[config.mk]
export PLATFORM = sky130hd
export DESIGN_NAME = rl_window_center
export DESIGN_NICKNAME = d
export VERILOG_FILES = /design/src/rtl/rl_center_pkg.sv /design/src/rtl/rl_lin_pos.sv /design/src/rtl/rl_mid_split.sv /design/src/rtl/rl_min_track.sv /design/src/rtl/rl_window_center.sv
export SDC_FILE = /design/constraint.sdc
export NUM_CORES = 1
export LEC_CHECK = 0
export BUFFER_PORTS_ARGS = -buffer_cell sky130_fd_sc_hd__buf_2
export CAP_MARGIN = 5
export CORE_ASPECT_RATIO = 0.6
export CORE_MARGIN = 2
export CORE_UTILIZATION = 30
export CTS_BUF_LIST = sky130_fd_sc_hd__clkbuf_4
export DETAILED_ROUTE_END_ITERATION = 16
export HOLD_SLACK_MARGIN = 0.02
export PLACE_DENSITY = 0.56
export SYNTH_ARGS = -nofsm -noshare
export SYNTH_HDL_FRONTEND = slang
export SYNTH_SLANG_ARGS = --single-unit
[constraint.sdc]
create_clock -name clk -period 2.89 [get_ports clk]
set_input_delay 0.4335 -clock clk [delete_from_list [all_inputs] [get_ports clk]]
set_output_delay 0.4335 -clock clk [all_outputs]
set_load 0.05 [all_outputs]
[src/rtl/rl_center_pkg.sv]
package rl_center_pkg;
  // Full-rate phase code skips the codes just above GAP_BASE.
  localparam int GAP_BASE = 1;
  localparam int GAP_SIZE = 2;
  localparam int MIN_INIT_DEF = 10;
endpackage

[src/rtl/rl_lin_pos.sv]
module rl_lin_pos
  import rl_center_pkg::*;
#(
  parameter int PHASE_W = 3,
  parameter int DELAY_W = 5,
  localparam int LIN_W = PHASE_W + DELAY_W
) (
  input  logic               half_rate,
  input  logic [PHASE_W-1:0] phase,
  input  logic [DELAY_W-1:0] delay,
  output logic [LIN_W-1:0]   pos
);
  localparam logic [PHASE_W-1:0] GAP_B = PHASE_W'(GAP_BASE);
  localparam logic [PHASE_W-1:0] GAP_S = PHASE_W'(GAP_SIZE);

  logic [PHASE_W-1:0] cphase;

  always_comb begin
    cphase = phase;
    if (!half_rate && (phase > GAP_B)) cphase = phase - GAP_S;
  end

  // max_delay is a power of two: the multiply is a concatenation
  assign pos = {cphase, delay};
endmodule

[src/rtl/rl_mid_split.sv]
module rl_mid_split
  import rl_center_pkg::*;
#(
  parameter int PHASE_W = 3,
  parameter int DELAY_W = 5,
  localparam int LIN_W = PHASE_W + DELAY_W
) (
  input  logic               half_rate,
  input  logic [LIN_W-1:0]   start_pos,
  input  logic [LIN_W-1:0]   end_pos,
  output logic               bad,
  output logic [PHASE_W-1:0] phase,
  output logic [DELAY_W-1:0] delay
);
  localparam logic [PHASE_W-1:0] GAP_B = PHASE_W'(GAP_BASE);
  localparam logic [PHASE_W-1:0] GAP_S = PHASE_W'(GAP_SIZE);

  logic [LIN_W-1:0]   span;
  logic [LIN_W-1:0]   mid;
  logic [PHASE_W-1:0] cph;

  assign bad  = end_pos < start_pos;
  assign span = end_pos - start_pos;
  assign mid  = start_pos + (span >> 1);
  assign cph  = mid[LIN_W-1:DELAY_W];

  always_comb begin
    phase = cph;
    delay = mid[DELAY_W-1:0];
    if (!half_rate && (cph > GAP_B)) phase = cph + GAP_S;
    if (bad) begin
      phase = '0;
      delay = '0;
    end
  end
endmodule

[src/rtl/rl_min_track.sv]
module rl_min_track #(
  parameter int PHASE_W = 3,
  parameter int MIN_W = 4,
  parameter int MIN_INIT = 10
) (
  input  logic               clk,
  input  logic               rst_n,
  input  logic               clr,
  input  logic               upd,
  input  logic [PHASE_W-1:0] phase,
  output logic [MIN_W-1:0]   min_q
);
  localparam logic [MIN_W-1:0] INIT_V = MIN_W'(MIN_INIT);

  logic [MIN_W-1:0] base;
  logic [MIN_W-1:0] cand;
  logic [MIN_W-1:0] min_d;
  logic             min_en;

  assign cand = MIN_W'(phase);

  always_comb begin
    base   = clr ? INIT_V : min_q;
    min_d  = (upd && (cand < base)) ? cand : base;
    min_en = clr | upd;
  end

  always_ff @(posedge clk or negedge rst_n) begin
    if (!rst_n)      min_q <= INIT_V;
    else if (min_en) min_q <= min_d;
  end
endmodule

[src/rtl/rl_window_center.sv]
module rl_window_center
  import rl_center_pkg::*;
#(
  parameter int PHASE_W = 3,
  parameter int DELAY_W = 5,
  parameter int MIN_INIT = MIN_INIT_DEF,
  localparam int LIN_W = PHASE_W + DELAY_W,
  localparam int INIT_BITS = $clog2(MIN_INIT + 1),
  localparam int MIN_W = (INIT_BITS > PHASE_W) ? INIT_BITS : PHASE_W
) (
  input  logic               clk,
  input  logic               rst_n,
  input  logic               half_rate,
  input  logic               min_clr,
  input  logic               in_valid,
  output logic               in_ready,
  input  logic [PHASE_W-1:0] start_phase,
  input  logic [DELAY_W-1:0] start_delay,
  input  logic [PHASE_W-1:0] end_phase,
  input  logic [DELAY_W-1:0] end_delay,
  output logic               out_valid,
  input  logic               out_ready,
  output logic [PHASE_W-1:0] out_phase,
  output logic [DELAY_W-1:0] out_delay,
  output logic               out_error,
  output logic [MIN_W-1:0]   min_phase
);
  logic [1:0][PHASE_W-1:0] edge_ph;
  logic [1:0][DELAY_W-1:0] edge_dl;
  logic [1:0][LIN_W-1:0]   edge_pos;

  assign edge_ph = {end_phase, start_phase};
  assign edge_dl = {end_delay, start_delay};

  for (genvar g = 0; g < 2; g++) begin : g_edge
    rl_lin_pos #(.PHASE_W(PHASE_W), .DELAY_W(DELAY_W)) u_lin (
      .half_rate (half_rate),
      .phase     (edge_ph[g]),
      .delay     (edge_dl[g]),
      .pos       (edge_pos[g])
    );
  end

  logic               c_bad;
  logic [PHASE_W-1:0] c_phase;
  logic [DELAY_W-1:0] c_delay;

  rl_mid_split #(.PHASE_W(PHASE_W), .DELAY_W(DELAY_W)) u_mid (
    .half_rate (half_rate),
    .start_pos (edge_pos[0]),
    .end_pos   (edge_pos[1]),
    .bad       (c_bad),
    .phase     (c_phase),
    .delay     (c_delay)
  );

  logic load;
  logic vld_q, vld_d;
  logic err_q;
  logic [PHASE_W-1:0] ph_q;
  logic [DELAY_W-1:0] dl_q;

  assign in_ready = !vld_q || out_ready;
  assign load     = in_valid && in_ready;

  always_comb begin
    vld_d = vld_q;
    if (load)           vld_d = 1'b1;
    else if (out_ready) vld_d = 1'b0;
  end

  always_ff @(posedge clk or negedge rst_n) begin
    if (!rst_n) vld_q <= 1'b0;
    else        vld_q <= vld_d;
  end

  always_ff @(posedge clk or negedge rst_n) begin
    if (!rst_n) begin
      err_q <= 1'b0;
      ph_q  <= '0;
      dl_q  <= '0;
    end else if (load) begin
      err_q <= c_bad;
      ph_q  <= c_phase;
      dl_q  <= c_delay;
    end
  end

  rl_min_track #(.PHASE_W(PHASE_W), .MIN_W(MIN_W), .MIN_INIT(MIN_INIT)) u_min (
    .clk   (clk),
    .rst_n (rst_n),
    .clr   (min_clr),
    .upd   (load && !c_bad),
    .phase (c_phase),
    .min_q (min_phase)
  );

  assign out_valid = vld_q;
  assign out_error = err_q;
  assign out_phase = ph_q;
  assign out_delay = dl_q;
endmodule

==> results of run 1 <==
==> kinds of logic (layout without fill, tap and decap cells) <==
group	Yosys count	in the layout	share of synthesized area
buffers and inverters	15	108	0.0408
xor gates and xnor gates	11	11	0.0698
AOI/OAI and AO/OA	43	43	0.225
muxes	6	6	0.0544
DFF	14	14	0.256
and+or+nand+nor	42	42	0.144
adders and majority gates	22	22	0.210
==> registers in the layout, summed over array words and instances, names as in the netlist <==
register	cells
out_delay	5
u_min.min_q	4
out_phase	3
out_error	1
out_valid	1
==> layout by cell type, fill, tap and decap left out, drive strengths merged, types with 2 or more instances in the layout <==
cell type and n:
a211oi 5, a21o 5, a21oi 9, buf 90
clkbuf 4, dfrtp 12, dfstp 2, fa 2
ha 20, inv 14, mux2 3, mux2i 3
nand2 12, nand2b 7, nand3 2, nor2 14
nor2b 2, o21ai 9, o21bai 2, o31ai 3
or2 2, xnor2 6, xor2 5
==> cell usage after synthesis, types with 2 or more instances <==
cell and number:
ha_1 20, mux2_4 3, fa_1 2, a21o_1 5, a21oi_1 9, dfrtp_1 12
xnor2_1 6, a211oi_1 5, o31ai_1 3, o21bai_1 2, nand3_1 2, mux2i_1 3
dfstp_2 2, xor2_1 5, nand2b_1 7, o21ai_0 8, inv_1 14, or2_2 2
nand2_1 12, nor2b_1 2, nor2_1 14
==> layer usage <==
layer / global-route usage / wire [um] / vias to the layer above
met5: 0 / 0 / -
met4: 0.0216 / 22 / 0
met3: 0.0215 / 93 / 2
met2: 0.204 / 1440 / 30
met1: 0.205 / 1810 / 598
li1: - / - / 730
==> worst reg2reg max path: cells and delay by family, from the launching register on <==
kind	cells	cell delay (ns)
buf+inv	1	0.10
mux	1	0.31
compound gates	3	0.65
simple gates	2	0.40
fa+ha+maj	1	0.21
flops	1	0.37
==> report_power, final <==
part | switching [mW] | internal, mW
Combinational | 0.570 | 0.539
Clock | 0.0555 | 0.0628
Sequential | 0.0266 | 0.251
==> worst paths after layout <==
path,cells past startpoint,end,start
worst max-delay path,24,u_min.min_q[1],start_phase[1]
worst min-delay path,1,out_phase[0],rst_n
worst max register to register,8,u_min.min_q[1],u_min.min_q[1]
worst min register to register,2,out_delay[4],out_delay[4]
min in group clk,2,out_valid,in_valid
max in group asynchronous,1,u_min.min_q[1],rst_n
==> stage by stage <==
step	power (mW)	setup WS (ns)	hold WS, ns
CTS	1.44	-1.47	0.0421
detailed placement	1.23	-1.83	0.343
global placement	1.21	-1.83	0.343
floorplan	0.911	-1.59	0.138
global route	1.63	-1.67	0.0414
finish	1.50	-1.47	0.0443
==> repair_timing <==
action                     in CTS  in global routing
gates resized for setup        14                 19
pin swaps                       7                 19
buffers inserted                5                  8
setup endpoints to repair       5                  5
gates cloned                    0                  0
==> cell type report <==
| cell class | instances | share of cell area |
|---|---|---|
| Inverter | 14 | 0.0268 |
| Timing Repair Buffer | 90 | 0.273 |
| Clock buffer | 4 | 0.0129 |
| Multi-Input combinational cell | 124 | 0.502 |
| Tap cell | 63 | 0.0338 |
| Sequential cell | 14 | 0.151 |
==> results.md, run 1 <==
Setup path:
- Traced cell by cell, the critical path runs through buf_6, inv_4, ha_4, nand2_4, a21oi_4, mux2i_2, ha_4, a21oi_2, xnor2_1, ha_1, o21ai_1, nand2b_1, o31ai_2, xor2_1, ha_2, or2_4, nor2b_1, mux2_4, ha_4, nor2b_4, o21a_1, a311o_1, a21boi_4, mux2_4.
- The number of buffers and inverters on the critical path is 2.
- The critical path launch point type is an input port.
- The cell type group with the largest total delay on the critical path is adder cells.
- Data arrives at the worst endpoint at ~4.6 ns.
- The slowest stage of the critical path belongs to the cell mux2i_2.
- The critical path is of the input port to register type.
- The worst setup path is captured at a register.
- The cell that appears most often on the critical path is ha_4.
- The required time at the worst-slack endpoint is 3.09 ns.
- The delay contributed by the slowest stage of the critical path is around 0.32 ns.
- The highest fanout seen on the critical path is 3.
- In this run the register-to-register setup slack is between 0.7 and 0.8 ns.

Synth:
- The synthesized net count is 197.
- Yosys mapped the design onto 36 distinct sky130hd cell types.
- The combined area of all synthesized cells is 1380 um^2.
- Of the post-synthesis cell area, the dominant cell type holds 0.218.
- The most used flip-flop cell after synthesis is dfrtp_1.
- The Yosys step of the flow raised 0 warnings.
- By area the synthesized netlist is led by dfrtp_1 22%, ha_1 18%, dfstp_2 3.8%, inv_1 3.8%, nor2_1 3.8%.
- Counting flops with an async set or reset pin after synthesis yields a share of 1.00.
- The biggest area contributor in the post-synthesis netlist is dfrtp_1.
- The number of flip-flops and latches in the synthesized netlist is 14.
- Averaged over all synthesized cells, the footprint is 9.02 um^2.
- After technology mapping, the gate count stands at 153.
- Yosys mapped a number of flops with a built-in enable equal to 0.
- The sequential area share after synthesis is 0.256.

Routing:
- The total DRC errors in the routed layout is 0.
- The average wire per cell in the routed design is 10.9 um.
- The number of optimization iterations in the first detailed-route pass is 6.
- The average vias per placed instance is 4.40.
- The detailed router finished its first iteration with 32 violations.
- The count of nets left with antenna violations once routing finished came out at 0.
- The detailed router placed 1,360 vias in this run.
- Wires add up to about 3.4 mm.

Layout:
- Fill cells in the final layout number around 440.
- The area used by multi-input combinational logic is between 1000 and 1500 um^2.
- The antenna cell count is 0.
- The layout net count is 291.
- The footprint of the flip-flops and latches is 353 um^2.
- The count of cells in the finished layout, fillers not included, comes to between 300 and 400.
- The layout overhead on the synthesized area is 68.9%.
- The finished layout cell area is approximately 2300 um^2.
- In the final layout, the share of cells above drive strength 1 is 0.557.
- The post-route core utilization is 0.519.

STA:
- The final clock period utilization by the worst path is 1.51.
- At the pin with the least slew margin, the transition time is 0.370 ns.
- The final critical path time including I/O delays and setup is 4.36 ns.
- Headroom to the max-slew limit came out at 0.753.
- The count of endpoints failing hold in the final timing report came to 0.
- The maximum clock frequency is 0.229 GHz.
- Setup repair after global routing could not meet its margin everywhere.
- The final max-slew violation count came to 0.
- The setup TNS after final layout is -5.50 ns.
- The final clock skew is 0.00372 ns.
- Setup slack on the critical path of the routed design comes to -1.47 ns.
- Setup violations remaining at the end of the flow were counted as 5.

Place:
- The final HPWL from detailed placement is 2.74 mm.
- Buffers placed on the I/O ports in this run total 36.
- After detailed placement, the design holds a cell count of 293.
- Summing all placed instances gives a cell area of between 2000 and 2500 um^2.
- The global placer's final weighted congestion is 0.758.

Clock network:
- For this design, the CTS-stage hold fixing added 0 buffers.
- In this run the clock root is driven by a clkbuf_4.
- CTS built an H-tree with a depth of 1.
- TritonCTS built the clock tree.
- No sink is reached through more buffers than the 2 on the longest clock path.
- The clock input transition at the sequential cells of the worst setup and hold paths is 0.08 ns.
- The clock buffer count from CTS is 3.
- The worst-skew pair later-pin latency is 0.27 ns.
- The tree built by TritonCTS fans out to 14 sinks.

GRT:
- The first-pass GRT wire length is 5.78 mm.
- The via count of the first global-routing pass is 1,319.
- The overall fraction of global-route tracks in use is 0.135.
- The sum of overflow across all layers after global routing is 0.
- The number of antenna violations at the first check in global routing was 0.
- The maximum number of pins on one net before global-route repair is 15.

Floorplanning:
- The die is 56.5 um tall.
- The total core area is 4490 um^2.
- The die covers 5180 um^2.
- The number of placement rows is 19.
- The starting density of the core is 0.307.
- The floorplan step set the die width to a little over 90 um.
- For this design the top-level I/O count stands at 37.

Job:
- The tool flagged a number of max-cap violations equal to 0.

Status:
- The run finished, with violations left.
- The checks that failed: negative setup slack.

Power and ir drop:
- The maximum vdd drop is 0.000186 V.
- Dividing total power by cell area gives a power density of around 650 nW/um^2.
- The total leakage power is 1.15 nW.

Worst hold path:
- The path type of the worst min-delay path is input port to async pin.
No activity file was read; power rests on OpenSTA's default activity.
==> inputs of run 2 (changes only) <==
--- a/config.mk
+++ b/config.mk
@@ -8,7 +8,7 @@
 export BUFFER_PORTS_ARGS = -buffer_cell sky130_fd_sc_hd__buf_2
 export CAP_MARGIN = 5
 export CORE_ASPECT_RATIO = 0.6
-export CORE_MARGIN = 2
+export CORE_MARGIN = 3
 export CORE_UTILIZATION = 30
 export CTS_BUF_LIST = sky130_fd_sc_hd__clkbuf_4
 export DETAILED_ROUTE_END_ITERATION = 16
==> results.md, run 2 (synthesis results as in run 1) <==
Routing:
- The amount of wire on met2 after detailed routing is 1.56 mm.
- The highest layer used for signal routing is met4.
- After detailed routing, the number of vias per cell comes to 4.53.
- For this block, the via count after detailed routing is 1,372.
- In this run the remaining antenna-violating nets after routing total 0.
- The routed design has 3.58 mm of wire.
- After the first detailed-routing iteration, the DRC count stood at 27.
- The average wire per cell in the routed design is 11.8 um.
- The sum of met3 wire segment lengths after detailed routing is 124 um.
- The number of optimization iterations in the first detailed-route pass is 4.
- The total DRC errors in the routed layout is 0.
- In the final routing, the length of wire on met1 measures about 1.9 mm.

Clock network:
- The TritonCTS clock tree is built.
- The clock buffer count from CTS is 3.
- The maximum level of the CTS H-tree is 1.
- The clock reaches the later pin of the worst-skew pair after 0.28 ns.
- After clock tree synthesis, the clock-pin slew on the worst setup and hold paths is ~0.09 ns.
- The root buffer cell chosen for the clock tree is clkbuf_4.
- The deepest clock path buffer count is 2.
- For this design, the sink count on the clock tree is 14.

STA:
- Setup violations remaining at the end of the flow were counted as 5.
- The hold slack is between 0.03 and 0.04 ns.
- In the final timing run, aggregate negative setup slack is -5.68 ns.
- Measured against its own limit, the worst slew margin works out to 0.749.
- The count of endpoints failing hold in the final timing report came to 0.
- The final worst-path setup slack is -1.56 ns.
- Based on the critical path, the design can be clocked at up to 0.225 GHz.
- Setup repair after global routing could not meet its margin everywhere.
- For the pin with the worst max-slew slack, the measured transition is 0.376 ns.
- Of the available clock period, the critical path in the final layout requires 1.54.
- The final max-slew violation count came to 0.
- The final clock skew is around 0.006 ns.
- The final critical path time including I/O delays and setup is ~4.4 ns.

Layout:
- The layout net count is 288.
- The library cell used most frequently in the layout, excluding fill and tap cells, is buf_4.
- 0 antenna diodes ended up in the layout.
- The layout overhead on the synthesized area is 68.7%.
- The proportion of layout cells with a drive suffix above 1 is 0.564.
- The number of flip-flops under the largest register name is 5.
- The final cell count without fillers is 303.
- Leaving out fill and tap cells, the most frequent cells in the layout are 47 x buf_4, 33 x buf_2, 12 x nor2_1, 12 x dfrtp_1.
- Counting the fill cells in the layout gives 385.

Setup path:
- For the worst setup path, the data required time is 3.10 ns.
- The critical path class is input port to register.
- Broken down by cell family, the worst path's largest delay share belongs to compound AO/OA/AOI/OAI gates.
- For the worst setup path, the data arrival time is 4.66 ns.
- The critical path goes through buf_4, inv_4, ha_4, nand2_4, a221oi_2, a2bb2oi_2, inv_1, ha_1, xnor2_2, ha_4, o21ai_2, nand2b_1, o31ai_2, xor2_1, ha_2, or2_4, nor2b_1, mux2_4, ha_4, nor2b_4, o21a_1, a311o_1, a21boi_4, mux2_4.
- The most repeated library cell on the critical path is ha_4.
- STA classifies the critical path startpoint as an input port.
- For this run, the slowest stage of the critical path takes roughly 0.35 ns.
- In this run the critical register-to-register path is launched from u_min.min_q[1].
- The worst register-to-register path has a depth of 8.
- The critical path contains buffers and inverters numbering 3 combined.
- The flop-to-flop setup slack is roughly 0.73 ns.
- The critical path capture point type is a register.
- The slowest stage of the critical path belongs to the cell a311o_1.
- Of all nets on the critical path, the largest fanout is 3.
- In this run the critical register-to-register path is captured at u_min.min_q[1].

GRT:
- The via count of the first global-routing pass was 1,304.
- Summed over all layers, the global routing overflow is 0.
- The number of antenna violations at the first check in global routing is 0.
- The overall fraction of global-route tracks in use is 0.131.
- Entering global routing, the biggest net connects 15 pins.
- The first-pass GRT wire length is 5.77 mm.

Place:
- In this run, placement finished with an instance count of 290.
- The final HPWL from detailed placement is 2.80 mm.
- The count of buffers added on input and output ports is 36.
- The global placer's final weighted congestion is 0.733.

Worst hold path:
- The path type of the worst min-delay path is input port to async pin.

Power and ir drop:
- The power density of the placed cells is 644 nW/um^2.
- Across the VDD grid, the largest voltage drop is 0.000234 V.
- The total leakage power is roughly 1.1 nW.

Floorplanning:
- The floorplan step set the die width to 93.6 um.
- The starting density of the core is 0.324.
- The floorplan step set the die height to 58.5 um.
- The total core area is 4260 um^2.
- The I/O pin count is 37.
- The number of placement rows is 18.
- The full die area is 5480 um^2.

Status:
- The flow ran to the end, but the final reports show violations.
- The final reports fail on negative setup slack.

Job:
- The number of maximum-capacitance constraint violations is 0.
run 2: worst max-delay path by stage:
stage | from | to | slack, ns | cells after the start
4_1_cts | end_delay[0] | u_min.min_q[1] | -1.49 | 23
2_1_floorplan | end_delay[0] | u_min.min_q[1] | -1.59 | 22
3_3_place_gp | start_phase[2] | u_min.min_q[1] | -1.77 | 24
3_5_place_dp | start_phase[2] | u_min.min_q[0] | -1.83 | 25
6_report | start_phase[1] | u_min.min_q[1] | -1.56 | 24
5_1_grt | start_phase[2] | u_min.min_q[0] | -1.73 | 25
run 2: final cells by class:
| type | count | area (um^2) | area share |
|---|---|---|---|
| inverter | 14 | 67.6 | 0.0290 |
| sequential | 14 | 353 | 0.152 |
| tap | 60 | 75.1 | 0.0322 |
| clock buffer | 3 | 22.5 | 0.00967 |
| multi-input combinational | 124 | 1210 | 0.518 |
| clock inverter | 1 | 3.75 | 0.00161 |
| timing repair buffer | 87 | 601 | 0.258 |
run 2: timing repair:
action	4_1_cts	5_1_grt
hold endpoints to repair	0	0
setup endpoints to repair	5	5
hold buffers	0	0
pin swaps	8	27
buffers inserted	9	1
resized for setup	8	31
run 2: through the flow:
| stage | total power [mW] | util | setup slack (ns) | instance area, um^2 |
|---|---|---|---|---|
| final | 1.50 | 0.547 | -1.56 | 2330 |
| after global routing | 1.61 | 0.547 | -1.73 | 2330 |
| after CTS | 1.42 | 0.512 | -1.49 | 2180 |
| after detailed placement | 1.23 | 0.481 | -1.83 | 2050 |
| after global placement | 1.22 | 0.481 | -1.77 | 2050 |
| after floorplan | 0.911 | - | -1.59 | 1480 |
run 2: where the power goes:
group	switching [mW]	internal (mW)	total [mW]
clock network	0.0624	0.0500	0.112
logic	0.578	0.531	1.11
registers	0.0274	0.251	0.278
total	0.668	0.832	1.50
run 2: routing by layer:
layer / up-vias / global-route usage
met5: - / 0
met4: 0 / 0.0123
met3: 2 / 0.0268
met2: 24 / 0.198
met1: 618 / 0.198
li1: 728 / -
==> inputs of run 3 (changes only) <==
--- a/config.mk
+++ b/config.mk
@@ -5,12 +5,12 @@
 export SDC_FILE = /design/constraint.sdc
 export NUM_CORES = 1
 export LEC_CHECK = 0
-export BUFFER_PORTS_ARGS = -buffer_cell sky130_fd_sc_hd__buf_2
+export BUFFER_PORTS_ARGS = -buffer_cell sky130_fd_sc_hd__buf_4
 export CAP_MARGIN = 5
 export CORE_ASPECT_RATIO = 0.6
 export CORE_MARGIN = 3
 export CORE_UTILIZATION = 30
-export CTS_BUF_LIST = sky130_fd_sc_hd__clkbuf_4
+export CTS_CLUSTER_DIAMETER = 80
 export DETAILED_ROUTE_END_ITERATION = 16
 export HOLD_SLACK_MARGIN = 0.02
 export PLACE_DENSITY = 0.56
==> results.md, run 3 (synthesis results as in run 1) <==
GRT:
- The maximum number of pins on one net before global-route repair is 15.
- The busiest layer in global routing is met2.
- The via count of the first global-routing pass is 1,345.
- The number of antenna violations at the first check in global routing is 0.
- The met2 usage in global routing is 0.231.
- For this run, global-route usage on met1 was measured as 0.177.
- The sum of overflow across all layers after global routing is 0.
- The first-pass GRT wire length is 5.98 mm.
- The global routing met3 resource utilization is 0.0243.
- For this run, the total global-route usage over all layers was measured as 0.134.

Layout:
- The finished cells cover approximately 2300 um^2.
- The leading cell type in the layout, fill and taps excluded is buf_4.
- The number of flip-flops under the largest register name is 5.
- The net count of the finished layout is 281.
- Of the cells placed in the final design, the portion with a size suffix greater than 1 is 0.521.
- Summing all flip-flop and latch instances after layout gives 353 um^2.
- The area used by multi-input combinational logic is 1160 um^2.
- The number of filler cells placed in the layout is 388.
- The area growth from synthesis to layout is 68.9%.
- The top cell types in the final layout, fill and taps aside, are 74 x buf_4, 14 x ha_1, 13 x nor2_1.
- The antenna cell count is 0.

Clock network:
- The TritonCTS clock tree is built.
- In this run, post-CTS hold repair placed 0 buffers.
- The clock buffer count from CTS is 3.
- The deepest clock path buffer count is 2.
- The clock input transition at the sequential cells of the worst setup and hold paths is 0.05 ns.
- The root buffer cell is clkbuf_8.
- At the later pin of the worst-skew pair, clock insertion delay measures approximately 0.24 ns.
- In this run the number of H-tree levels came out at 1.
- The sink count of the clock tree is 14.

Floorplanning:
- The starting density of the core is 0.324.
- In this run the vertical extent of the chip is 58.5 um.
- The total area inside the core boundary comes to roughly 4300 um^2.
- The floorplan step set the die width to 93.6 um.
- The number of placement rows is 18.
- In this run the count of I/O pins placed on the die edge is 37.
- The full die area is 5480 um^2.

Setup path:
- Together, buffers and inverters on the worst path number 1.
- Grouping stages by cell kind, the critical path spends the most delay in compound AO/OA/AOI/OAI gates.
- The delay contributed by the slowest stage of the critical path is 0.38 ns.
- The setup path with the least slack is of type input port to register.
- STA classifies the critical path startpoint as an input port.
- Data on the critical path arrives at its endpoint at 4.59 ns.
- Traced cell by cell, the critical path runs through buf_6, nand2b_4, fa_2, a21o_1, a211oi_2, nor2_1, ha_1, o211ai_1, o21ai_2, o31ai_2, xor2_1, ha_2, or2_4, nor2b_4, mux2_4, ha_4, nor2b_4, o21a_1, a311o_1, a21boi_4, mux2_4.
- The critical path capture point type is a register.
- The highest fanout seen on the critical path is 3.
- The flop-to-flop setup slack is 0.75 ns.
- At the worst endpoint, the required time is 3.06 ns.
- The slowest stage of the critical path is the fa_2 cell.

STA:
- The count of endpoints failing hold in the final timing report is 0.
- After layout, the worst setup slack is -1.53 ns.
- The smallest clock period supported by the final layout is computed as 4.42 ns.
- The final clock period utilization by the worst path is 1.53.
- For the pin with the worst max-slew slack, the measured transition is 0.440 ns.
- Final hold analysis gives a worst-case slack of 0.0273 ns.
- Setup repair after global routing could not meet its margin everywhere.
- Setup violations remaining at the end of the flow were counted as 5.
- The final max-slew violation count is 0.
- Static timing analysis puts the maximum clock frequency at 0.226 GHz.
- Headroom to the max-slew limit came out at 0.706.
- Clock skew on the completed layout was measured at 0.000949 ns.

Routing:
- In this run, the number of DRC markers left after iteration 0 of detailed routing was 23.
- The count of antenna-violating nets left after detailed routing is 0.
- For this run, design rule violations remaining after detail routing come to 0.
- The average vias per placed instance is 4.67.
- The number of vias after detailed routing is 1,382.
- The average wire per cell in the routed design is 11.8 um.
- The pre-antenna-repair detailed-routing pass consisted of 6 iterations.
- The routed design has approximately 3.5 mm of wire.

Place:
- The congestion estimate from routability-driven global placement came to 0.834.
- In this run the tool buffered the top-level ports with 36 buffer cells.
- The pre-CTS setup slack is -1.84 ns.
- The final HPWL from detailed placement is roughly 3 mm.
- Summing all placed instances gives a cell area of 2140 um^2.

Power and ir drop:
- VDD sags by at most 0.000251 V.
- In this run the static leakage power is 1.14 nW.
- Power spread over the standard cell area amounts to 655 nW/um^2.

Job:
- The tool flagged a number of max-cap violations equal to 0.

Status:
- The final reports fail on negative setup slack.
- The run finished, with violations left.

Worst hold path:
- The min-delay analysis places its worst path in the category input port to async pin.
## run 3: changes by cell type in the layout (fill, tap and decap cells not counted), sizes merged
cell	delta
buf	-7
clkbuf	+1
clkinv	-1
## run 3: routing by layer
layer	up-vias	wire length, um
met5	-	0
met4	0	29
met3	4	118
met2	22	1630
met1	649	1720
li1	707	-
## run 3: path summary, 6_finish.rpt
| path | startpoint | to | depth (start not counted) |
|---|---|---|---|
| setup / recovery | end_delay[0] | u_min.min_q[1] | 21 |
| hold / removal | rst_n | out_delay[2] | 1 |
| setup reg to reg | u_min.min_q[1] | u_min.min_q[1] | 8 |
| hold reg to reg | out_delay[2] | out_delay[2] | 2 |
| max in group asynchronous | rst_n | u_min.min_q[3] | 1 |
| min in group clk | in_valid | out_valid | 2 |
## run 3: worst register-to-register path: stages (launching register included)
cell and delay (ns):
dfstp_2 0.36, or2_2 0.28, inv_1 0.10, ha_4 0.21, nor2b_4 0.12, o21a_1 0.18
a311o_1 0.31, a21boi_4 0.20, mux2_4 0.31
## run 3: stage by stage
step	total power, mW	std cells	TNS [ns]	utilization
6_report	1.53	296	-5.64	0.548
5_1_grt	1.64	296	-6.59	0.548
4_1_cts	1.50	295	-5.54	0.537
3_5_place_dp	1.28	290	-7.41	0.502
3_3_place_gp	1.25	290	-6.82	0.502
2_1_floorplan	0.911	153	-5.32	-
## run 3: where the power goes
part           leakage [nW]  internal, mW  switching, mW
registers             0.176         0.252         0.0279
clock network        0.0228        0.0974         0.0648
logic                 0.936         0.523          0.561
## run 3: cell type report
type,count,area share
sequential,14,0.151
clock buffer,4,0.0193
multi-input combinational,124,0.497
timing repair buffer,80,0.271
tap,60,0.0322
inverter,14,0.0301
## run 3: timing repair
item / 4_1_cts / 5_1_grt
gates resized for setup: 24 / 6
endpoints found under the setup margin: 5 / 6
setup buffers: 1 / 1
pin swaps: 4 / 5
